File: config.mk
export PLATFORM = sky130hd
export DESIGN_NAME = rtc_wakeup_timer
export DESIGN_NICKNAME = d
export VERILOG_FILES = /design/src/rtl/rtc_wut_pkg.sv /design/src/rtl/wut_edge_sync.sv /design/src/rtl/wut_tick_source.sv /design/src/rtl/wut_counter.sv /design/src/rtl/rtc_wakeup_timer.sv
export SDC_FILE = /design/constraint.sdc
export NUM_CORES = 1
export LEC_CHECK = 0
export ABC_AREA = 0
export BUFFER_PORTS_ARGS = -buffer_cell sky130_fd_sc_hd__buf_2
export CAP_MARGIN = 10
export CORE_ASPECT_RATIO = 1.2
export CORE_UTILIZATION = 60
export DETAILED_ROUTE_END_ITERATION = 12
export GPL_TIMING_DRIVEN = 1
export PLACE_DENSITY = 0.9
export REMOVE_ABC_BUFFERS = 1
export SLEW_MARGIN = 20
export SYNTH_ARGS = -nofsm -noshare
export SYNTH_HDL_FRONTEND = slang
export SYNTH_SLANG_ARGS = --single-unit
export TNS_END_PERCENT = 50
File: constraint.sdc
create_clock -name clk -period 3.3 [get_ports clk]
set_clock_uncertainty 0.1 [all_clocks]
set_input_delay 0 -clock clk [delete_from_list [all_inputs] [get_ports clk]]
set_output_delay 0 -clock clk [all_outputs]
set_load 0.02 [all_outputs]
File: src/rtl/rtc_wut_pkg.sv
// Package: shared definitions for the periodic wakeup timer.
// The tick-source code is 3 bits wide. Bit 2 selects the 1 Hz tick.
// When bit 2 is set, bit 1 requests the 2^16 range extension.
// When bit 2 is clear, bits 1:0 pick the divider stage.
package rtc_wut_pkg;

    localparam int SEL_W = 3;

    typedef logic [SEL_W-1:0] wut_sel_t;

    // True when the code selects the 1 Hz calendar tick
    function automatic logic wut_is_sec(input wut_sel_t sel);
        return sel[2];
    endfunction

    // True when the code asks for the extra 2^16 of range
    function automatic logic wut_is_ext(input wut_sel_t sel);
        return sel[2] & sel[1];
    endfunction

    // Divider stage code for the low-speed modes (0 means the largest divide)
    function automatic logic [1:0] wut_stage(input wut_sel_t sel);
        return sel[1:0];
    endfunction

endpackage

File: src/rtl/wut_edge_sync.sv
// Module: wut_edge_sync
// Brings the raw low-speed clock into the clk domain through a synchroniser
// chain and emits a one-cycle pulse on each rising edge.
// Assumes: the raw clock is far slower than clk, so each level is held for
// several clk cycles.
module wut_edge_sync #(
    parameter int STAGES = 2
) (
    input  logic clk,
    input  logic rst_n,
    input  logic raw_in,
    output logic rise
);
    localparam int CHAIN_W = STAGES + 1;

    logic [CHAIN_W-1:0] chain_q;

    // Shift the raw level through the chain; the last stage keeps the previous level
    always_ff @(posedge clk) begin
        if (!rst_n) begin
            chain_q <= '0;
        end else begin
            chain_q <= {chain_q[CHAIN_W-2:0], raw_in};
        end
    end

    // A rising edge is a synchronised high paired with a low one stage later
    always_comb begin
        rise = chain_q[STAGES-1] & ~chain_q[STAGES];
    end


    rise_single_chk: assert property (@(posedge clk) disable iff (!rst_n)
        rise |=> !rise);

endmodule

File: src/rtl/wut_tick_source.sv
// Module: wut_tick_source
// Produces the counter's tick. In the low-speed modes, a prescaler counts
// synchronised edges and fires on every 2^k-th edge. In the 1 Hz modes, the
// calendar tick passes straight through.
// Assumes: the select code is stable while run is high, and the prescaler
// restarts whenever run is low.
module wut_tick_source
    import rtc_wut_pkg::*;
#(
    parameter int PRE_W = 4
) (
    input  logic     clk,
    input  logic     rst_n,
    input  logic     run,
    input  wut_sel_t sel,
    input  logic     ls_rise,
    input  logic     sec_tick,
    output logic     tick
);
    logic [PRE_W-1:0] pre_q;
    logic [PRE_W-1:0] mask;
    logic             ls_tick;

    // Build the low-bit mask; a divide by 2^(PRE_W-stage) needs PRE_W-stage ones
    always_comb begin
        for (int i = 0; i < PRE_W; i++) begin
            mask[i] = (i < (PRE_W - int'(wut_stage(sel))));
        end
    end

    // Count low-speed edges while running; hold at zero while stopped
    always_ff @(posedge clk) begin
        if (!rst_n) begin
            pre_q <= '0;
        end else if (!run) begin
            pre_q <= '0;
        end else if (ls_rise) begin
            pre_q <= pre_q + 1'b1;
        end
    end

    // Fire on the edge that completes a full group of masked bits
    always_comb begin
        ls_tick = ls_rise & ((pre_q & mask) == mask);
    end

    // Pick the tick source according to the select code
    always_comb begin
        if (!run) begin
            tick = 1'b0;
        end else if (wut_is_sec(sel)) begin
            tick = sec_tick;
        end else begin
            tick = ls_tick;
        end
    end


    pre_idle_chk: assert property (@(posedge clk) disable iff (!rst_n)
        !run |=> (pre_q == '0));


    tick_cause_chk: assert property (@(posedge clk) disable iff (!rst_n)
        tick |-> (ls_rise || sec_tick));


    sec_mode_chk: assert property (@(posedge clk) disable iff (!rst_n)
        (run && wut_is_sec(sel) && !sec_tick) |-> !tick);

endmodule

File: src/rtl/wut_counter.sv
// Module: wut_counter
// The reload down-counter. It is one bit wider than the reload value so that
// the range extension can add 2^16. While stopped it follows the load value,
// so enabling starts from a fresh reload.
// Assumes: load_val is stable while run is high.
module wut_counter #(
    parameter int CNT_W = 16
) (
    input  logic         clk,
    input  logic         rst_n,
    input  logic         run,
    input  logic         tick,
    input  logic [CNT_W:0] load_val,
    output logic         hit
);
    logic [CNT_W:0] cnt_q;

    // Expiry: a tick arriving while the count already sits at zero
    always_comb begin
        hit = run & tick & (cnt_q == '0);
    end

    // Follow the load while stopped; on each tick, count down or reload
    always_ff @(posedge clk) begin
        if (!rst_n) begin
            cnt_q <= '0;
        end else if (!run) begin
            cnt_q <= load_val;
        end else if (tick) begin
            if (cnt_q == '0) begin
                cnt_q <= load_val;
            end else begin
                cnt_q <= cnt_q - 1'b1;
            end
        end
    end


    count_step_chk: assert property (@(posedge clk) disable iff (!rst_n)
        (run && tick && cnt_q != '0) |=> (cnt_q == $past(cnt_q) - 1'b1));


    auto_reload_chk: assert property (@(posedge clk) disable iff (!rst_n)
        hit |=> (cnt_q == $past(load_val)));


    bound_chk: assert property (@(posedge clk) disable iff (!rst_n)
        (run && $past(run)) |-> (cnt_q <= load_val));

endmodule

File: src/rtl/rtc_wakeup_timer.sv
// Module: rtc_wakeup_timer (top)
// Periodic wakeup timer. It holds the configuration registers, which are
// writable only while disabled, and produces the sticky flag and the
// interrupt pulse from the counter's expiry.
// Assumes: sec_tick is a single-cycle pulse synchronous to clk, and
// lsclk_raw is slow relative to clk.
module rtc_wakeup_timer
    import rtc_wut_pkg::*;
#(
    parameter int CNT_W       = 16,
    parameter int PRE_W       = 4,
    parameter int SYNC_STAGES = 2
) (
    input  logic             clk,
    input  logic             rst_n,
    input  logic             lsclk_raw,
    input  logic             sec_tick,
    input  logic             enable,
    input  logic             cfg_we,
    input  logic [CNT_W-1:0] cfg_reload,
    input  logic [SEL_W-1:0] cfg_sel,
    input  logic             flag_clr,
    output logic             wake_flag,
    output logic             wake_irq
);
    logic [CNT_W-1:0] reload_q;
    wut_sel_t         sel_q;
    logic             cfg_take;
    logic [CNT_W:0]   load_val;
    logic             ls_rise;
    logic             tick;
    logic             hit;

    // Accept configuration only while the timer is stopped
    always_comb begin
        cfg_take = cfg_we & ~enable;
    end

    // Configuration registers
    always_ff @(posedge clk) begin
        if (!rst_n) begin
            reload_q <= '0;
            sel_q    <= '0;
        end else if (cfg_take) begin
            reload_q <= cfg_reload;
            sel_q    <= cfg_sel;
        end
    end

    // Present the incoming write at once, so a write just before enable is the one loaded
    always_comb begin
        if (cfg_take) begin
            load_val = {wut_is_ext(cfg_sel), cfg_reload};
        end else begin
            load_val = {wut_is_ext(sel_q), reload_q};
        end
    end

    wut_edge_sync #(.STAGES(SYNC_STAGES)) u_sync (
        .clk    (clk),
        .rst_n  (rst_n),
        .raw_in (lsclk_raw),
        .rise   (ls_rise)
    );

    wut_tick_source #(.PRE_W(PRE_W)) u_src (
        .clk      (clk),
        .rst_n    (rst_n),
        .run      (enable),
        .sel      (sel_q),
        .ls_rise  (ls_rise),
        .sec_tick (sec_tick),
        .tick     (tick)
    );

    wut_counter #(.CNT_W(CNT_W)) u_cnt (
        .clk      (clk),
        .rst_n    (rst_n),
        .run      (enable),
        .tick     (tick),
        .load_val (load_val),
        .hit      (hit)
    );

    // Register the interrupt pulse and the sticky flag; an expiry wins over a clear
    always_ff @(posedge clk) begin
        if (!rst_n) begin
            wake_irq  <= 1'b0;
            wake_flag <= 1'b0;
        end else begin
            wake_irq <= hit;
            if (hit) begin
                wake_flag <= 1'b1;
            end else if (flag_clr) begin
                wake_flag <= 1'b0;
            end
        end
    end


    irq_flag_chk: assert property (@(posedge clk) disable iff (!rst_n)
        wake_irq |-> wake_flag);


    clear_chk: assert property (@(posedge clk) disable iff (!rst_n)
        flag_clr |=> (!wake_flag || wake_irq));


    idle_chk: assert property (@(posedge clk) disable iff (!rst_n)
        !enable |=> !wake_irq);


    cfg_lock_chk: assert property (@(posedge clk) disable iff (!rst_n)
        enable |=> ($stable(reload_q) && $stable(sel_q)));

endmodule

======== After elaboration in Yosys (flattened, before gate mapping) ========
Cells that the tools add are included.
cells by class
  add/subtract/negate cells ............... 3
  order comparisons ....................... 4
  eq/ne operators ......................... 2
  mux-type cells .......................... 8
  bitwise gates (word level) .............. 10
  reductions and logical operators ........ 3
operators with widths
  kind                   count
  $mux 17                4
  $logic_not 17->1       1
  $sub 17x1->17 const B  1
  $lt 3x4->1 const A     2
  $and 1x1->1            7
  $add 4x1->4 const B    1
  $and 4x4->4            1
  $eq 4x4->1             1
  $lt 1x4->1 const A     1
  $lt 2x4->1 const A     1
  $mux 1                 4
  $sub 3x2->4 const A    1
  $ne 2x1->1 const B     1
  $not 1->1              2
  $reduce_and 2->1       1
  $reduce_bool 2->1      1
word-level totals
  flip-flop bits (word level) ............. 45
  input bits .............................. 26
  output and inout bits ................... 2
  logic and storage cells ................. 37

======== Logic depth before layout (Yosys ltp) ========
  depth in word-level cells ............... 10
  mapped depth ............................ 7
  depth with buffers taken out ............ 7

======== Cells and area by module ========
A second synthesis with hierarchy kept.
unflattened totals
  cells, all modules ...................... 293
  area, all modules ....................... 2602.5 µm²
modules (own cells, without submodules)
  module            instances  cells each  area each (µm²)  seq. area each (µm²)
  wut_counter       1          155         1236.2           340.3
  rtc_wakeup_timer  1          109         1078.5           420.4
  wut_tick_source   1          22          195.2            80.1
  wut_edge_sync     1          7           92.6             60.1

======== Worst setup path after synthesis ========
OpenSTA, ideal clock, no wires.
  kind .................................... flip-flop to flip-flop
  from .................................... register u_cnt.cnt_q[0]
  to ...................................... register u_cnt.cnt_q[2]
  arrival ................................. 1.728 ns
  required time ........................... 3.083 ns
  slack ................................... 1.354 ns
  cell stages (with the launch flop) ...... 8
  clock period less this slack ............ 1.946 ns
  path through ............................ dfxtp_1 inv_1 ha_1 nor4b_2 a21oi_2 buf_2 o22ai_1 a32o_1
between the ends
  cells in the longest elaborated chain, start to end .. 4
  elaborated cells between the ends (all ways) .. 5
  classes of those cells .................. add/sub (1); mux (3); reduce/logical (1)
ends and longest elaborated chain
  item                                               RTL line                              RTL
  start, declared                                    wut_counter.sv:16                     logic [CNT_W:0] cnt_q;
  start signal, assigned                             wut_counter.sv:28                     cnt_q <= load_val;
  start signal, assigned                             wut_counter.sv:31                     cnt_q <= load_val;
  start signal, assigned                             wut_counter.sv:33                     cnt_q <= cnt_q - 1'b1;
  $sub 17x1->17 or $logic_not 17->1 (tied branches)  wut_counter.sv:33, wut_counter.sv:30
  $mux 17 (*)                                        wut_counter.sv:30                     if (cnt_q == '0) begin
  $mux 17 (*)                                        wut_counter.sv:29                     end else if (tick) begin
  $mux 17 (*)                                        wut_counter.sv:27                     end else if (!run) begin
Mark *: on every way between the ends. The rest lies on a longest branch, timed or not. The select of a mux whose other input is x is not followed.
A chain may end at the register's enable or synchronous reset.

======== Worst setup path in the final report ========
  from .................................... register u_cnt.cnt_q[0]
  to ...................................... register u_cnt.cnt_q[11]
Same word-level chain as after synthesis.

==> summary.txt <==
Status = complete, no violations
Die width = 58.1 µm
Layout cell share with drive strength beyond 1 = 19.0%
H-tree lvl count = 2
CP endpoint = u_cnt.cnt_q[11]$_SDFFE_PN0P_
CTS Buf Count = 5
CP max-delay cell = dfxtp_1
Final Setup Violations = 0
Area grow syn2layout = 24.7%
GPL Wtd Cong = 0.916
Simple-gate share of the synthesized area = 24.6%
List of most frequent post-synthesis cells = dfxtp_1, mux2i_1, nand2_1, nor2b_1, a21oi_1
Vias in the first global route = 1982
Fraction of the mapped netlist area in adder cells = 1.65%
Post-CTS Setup Inserts = 0
Mapped Area = 2270 µm²
Syn. warnings = 0
Min cycle time layout = 2.34 ns
Dpl cell area = 2440 µm²
Routed wire length = 5390 µm
Fillers = 269
Routed vias = 2049
Path depth of the worst reg2reg path = 7
Mean Syn Cell Area = 9.34 µm²
Mux contribution to synthesized area = 12.1%
Input/output buffers = 27
CP arrival = 2.45 ns
Critical Path Start Type = flop
CTS tree = built
CP peak stage delay = 0.45 ns
Endpoint type of the worst setup path = flop
Synth Area in Compound Gates = 16.9%
Drt via density = 5.82
Total die area = 4030 µm²
Post-synth top flop = dfxtp_1
Grt ovf = 0
Setup slack, reg-to-reg = 0.96 ns
CP cell instances = inv_1, ha_1, nor4b_2, a21oi_2, buf_4, mux2_2, o22ai_1
Post-synth EDFFs = 0
RR Endpoint = u_cnt.cnt_q[11]$_SDFFE_PN0P_
Row cnt = 24
Top cells by area, synth = dfxtp_1, mux2i_1, nor2b_1
Sequential area share after synthesis = 39.7%
Starting density of the core = 62.4%
Pwr dens = 514 nW/µm²
DRC viols = 0
# resized after CTS = 0
Worst min-delay path class = input port to flop
Most numerous cell in the Yosys netlist = dfxtp_1
Top fanout value on the critical path = 11
Post-Synth XOR/XNOR Area = 1.16%
Clock latency on the worst-skew pair = 0.30 ns
DP Wirelength = 3300 µm
Crit share post-route = 70.8%
Cell variety after synth = 50
Core Region = 3630 µm²
Wire per inst = 15.3 µm
Final Hold Viols = 0
Cell taking the most area after synthesis = dfxtp_1
Worst EP required = 3.41 ns
Height of the die = 69.4 µm
CP startpoint = u_cnt.cnt_q[0]$_SDFFE_PN0P_
Number of synthesized register bits = 45
Antenna violations before repair = 0
Slew margin rel. = 58.1%
Lkg Pwr = 1.12 nW
Clock Path Buffers = 2
Worst Setup Path Type = flop to flop
Antenna cells = 0
Setup TNS Final = 0 ns
Cts hold-fix bufs = 31
Top cell type's share of synthesized area = 39.7%
VDD IR max = 0.000395 V
Finished Cell Area = 2830 µm²
Largest net degree at the start of global routing = 28
Global-route wire length before repair = 8960 µm
Hold Path Depth = 3
Max-Cap Viols = 0
CTS Root Cell = clkbuf_8
Unrepaired setup endpoints after global routing = false
# IOs = 28
GRT Overall Usage = 28.6%
Asr flop ratio synth = 0%
Syn Inst Count = 243
Slew Viols, Final = 0
Largest family of logic cells by synthesized area = simple AND/OR/NAND/NOR gates
Routed Antenna Nets = 0
TritonCTS Sinks = 45
Final-stage net count = 328
Worst-path clk slew = 0.09 ns
Fmax achieved = 0.428 GHz
R2R Path Start = u_cnt.cnt_q[0]$_SDFFE_PN0P_
Drt pass-1 iters = 5
Worst Tran Pin Value = 0.625 ns
Initial DRC count = 96
sequential cells by signal, summed over array words and instances, names as in the netlist:
name and cells:
reload_q 16, u_cnt.cnt_q 17, wake_flag 1, wake_irq 1
u_src.pre_q 4, sel_q 3, u_sync.chain_q 3
routing by layer:
| layer | up-vias | global-route usage [%] | share of wire [%] |
|---|---|---|---|
| met5 | - | 0 | 0 |
| met4 | 0 | 11.1 | 2.4 |
| li1 | 996 | - | - |
| met3 | 14 | 6.53 | 5.3 |
| met2 | 77 | 49.2 | 52 |
| met1 | 962 | 33.8 | 40 |
placed cells by master (no fill, tap or decap), types with 2 or more instances in the layout:
master	n
dfxtp_1	45
dlygate4sd3_1	31
buf_2	27
mux2i_1	23
nand2_1	19
nor2b_1	18
a21oi_1	11
nor3_1	10
nor2_1	9
o21ai_0	9
o22ai_1	8
inv_1	7
and2_1	7
or3_1	7
a32o_1	6
clkbuf_8	5
mux2_2	4
nand3_1	4
o221ai_1	3
ha_1	3
buf_4	3
nand3b_1	2
nand4_1	2
nor4_1	2
o2bb2ai_1	2
xor2_1	2
or2_2	2
a311oi_1	2
clkinv_2	2
power breakdown:
group | internal, mW | switching, mW | leakage, nW
Combinational | 0.217 | 0.268 | 0.703
Clock | 0.147 | 0.185 | 0.0450
Sequential | 0.587 | 0.0486 | 0.368
Total | 0.952 | 0.502 | 1.12
critical path, delay by kind of cell (launching register included):
kind                     cells  cell delay [ns]
flip-flops                   1             0.45
buffers and inverters        2             0.39
AND/OR/NAND/NOR              1             0.18
AO/OA/AOI/OAI                2             0.56
adder cells (fa/ha/maj)      1             0.21
multiplexers                 1             0.36
logic make-up after synthesis:
kind of cell               after synthesis
AOI/OAI and AO/OA                       52
DFF                                     45
buffers and inverters                   20
adders and majority gates                3
muxes                                   27
xor gates and xnor gates                 3
and+or+nand+nor                         93
worst min path at each step:
stage                     startpoint                            to  slack [ns]
after CTS                     enable  u_cnt.cnt_q[16]$_SDFFE_PN0P_        0.03
after global placement     lsclk_raw  u_sync.chain_q[0]$_SDFF_PN0_        0.12
after detailed placement   lsclk_raw  u_sync.chain_q[0]$_SDFF_PN0_        0.11
after global routing          enable  u_cnt.cnt_q[16]$_SDFFE_PN0P_        0.05
after floorplan                rst_n     reload_q[12]$_SDFFE_PN0P_        0.02
final                         enable  u_cnt.cnt_q[16]$_SDFFE_PN0P_        0.03
layout make-up:
class                      instances  area [µm²]  area share, %
tap                               52        65.1           2.30
inverter                           8        30.0           1.06
clock buffer                       6        72.6           2.57
sequential                        45         901           31.8
clock inverter                     2        10.0          0.354
timing repair buffer              61         468           16.5
multi-input combinational        178        1280           45.3
through the flow:
step | util (%) | std cells | power, mW | worst slack, ns | hold slack [ns]
2_1_floorplan | - | 231 | 0.973 | 1.18 | 0.0217
5_1_grt | 77.9 | 352 | 1.52 | 0.792 | 0.0549
6_report | 77.9 | 352 | 1.45 | 0.964 | 0.0339
4_1_cts | 77.9 | 352 | 1.44 | 1.09 | 0.0294
3_3_place_gp | 67.0 | 313 | 1.07 | 1.19 | 0.116
3_5_place_dp | 67.0 | 313 | 1.08 | 1.11 | 0.113
Power figures use the tool's default switching activity.
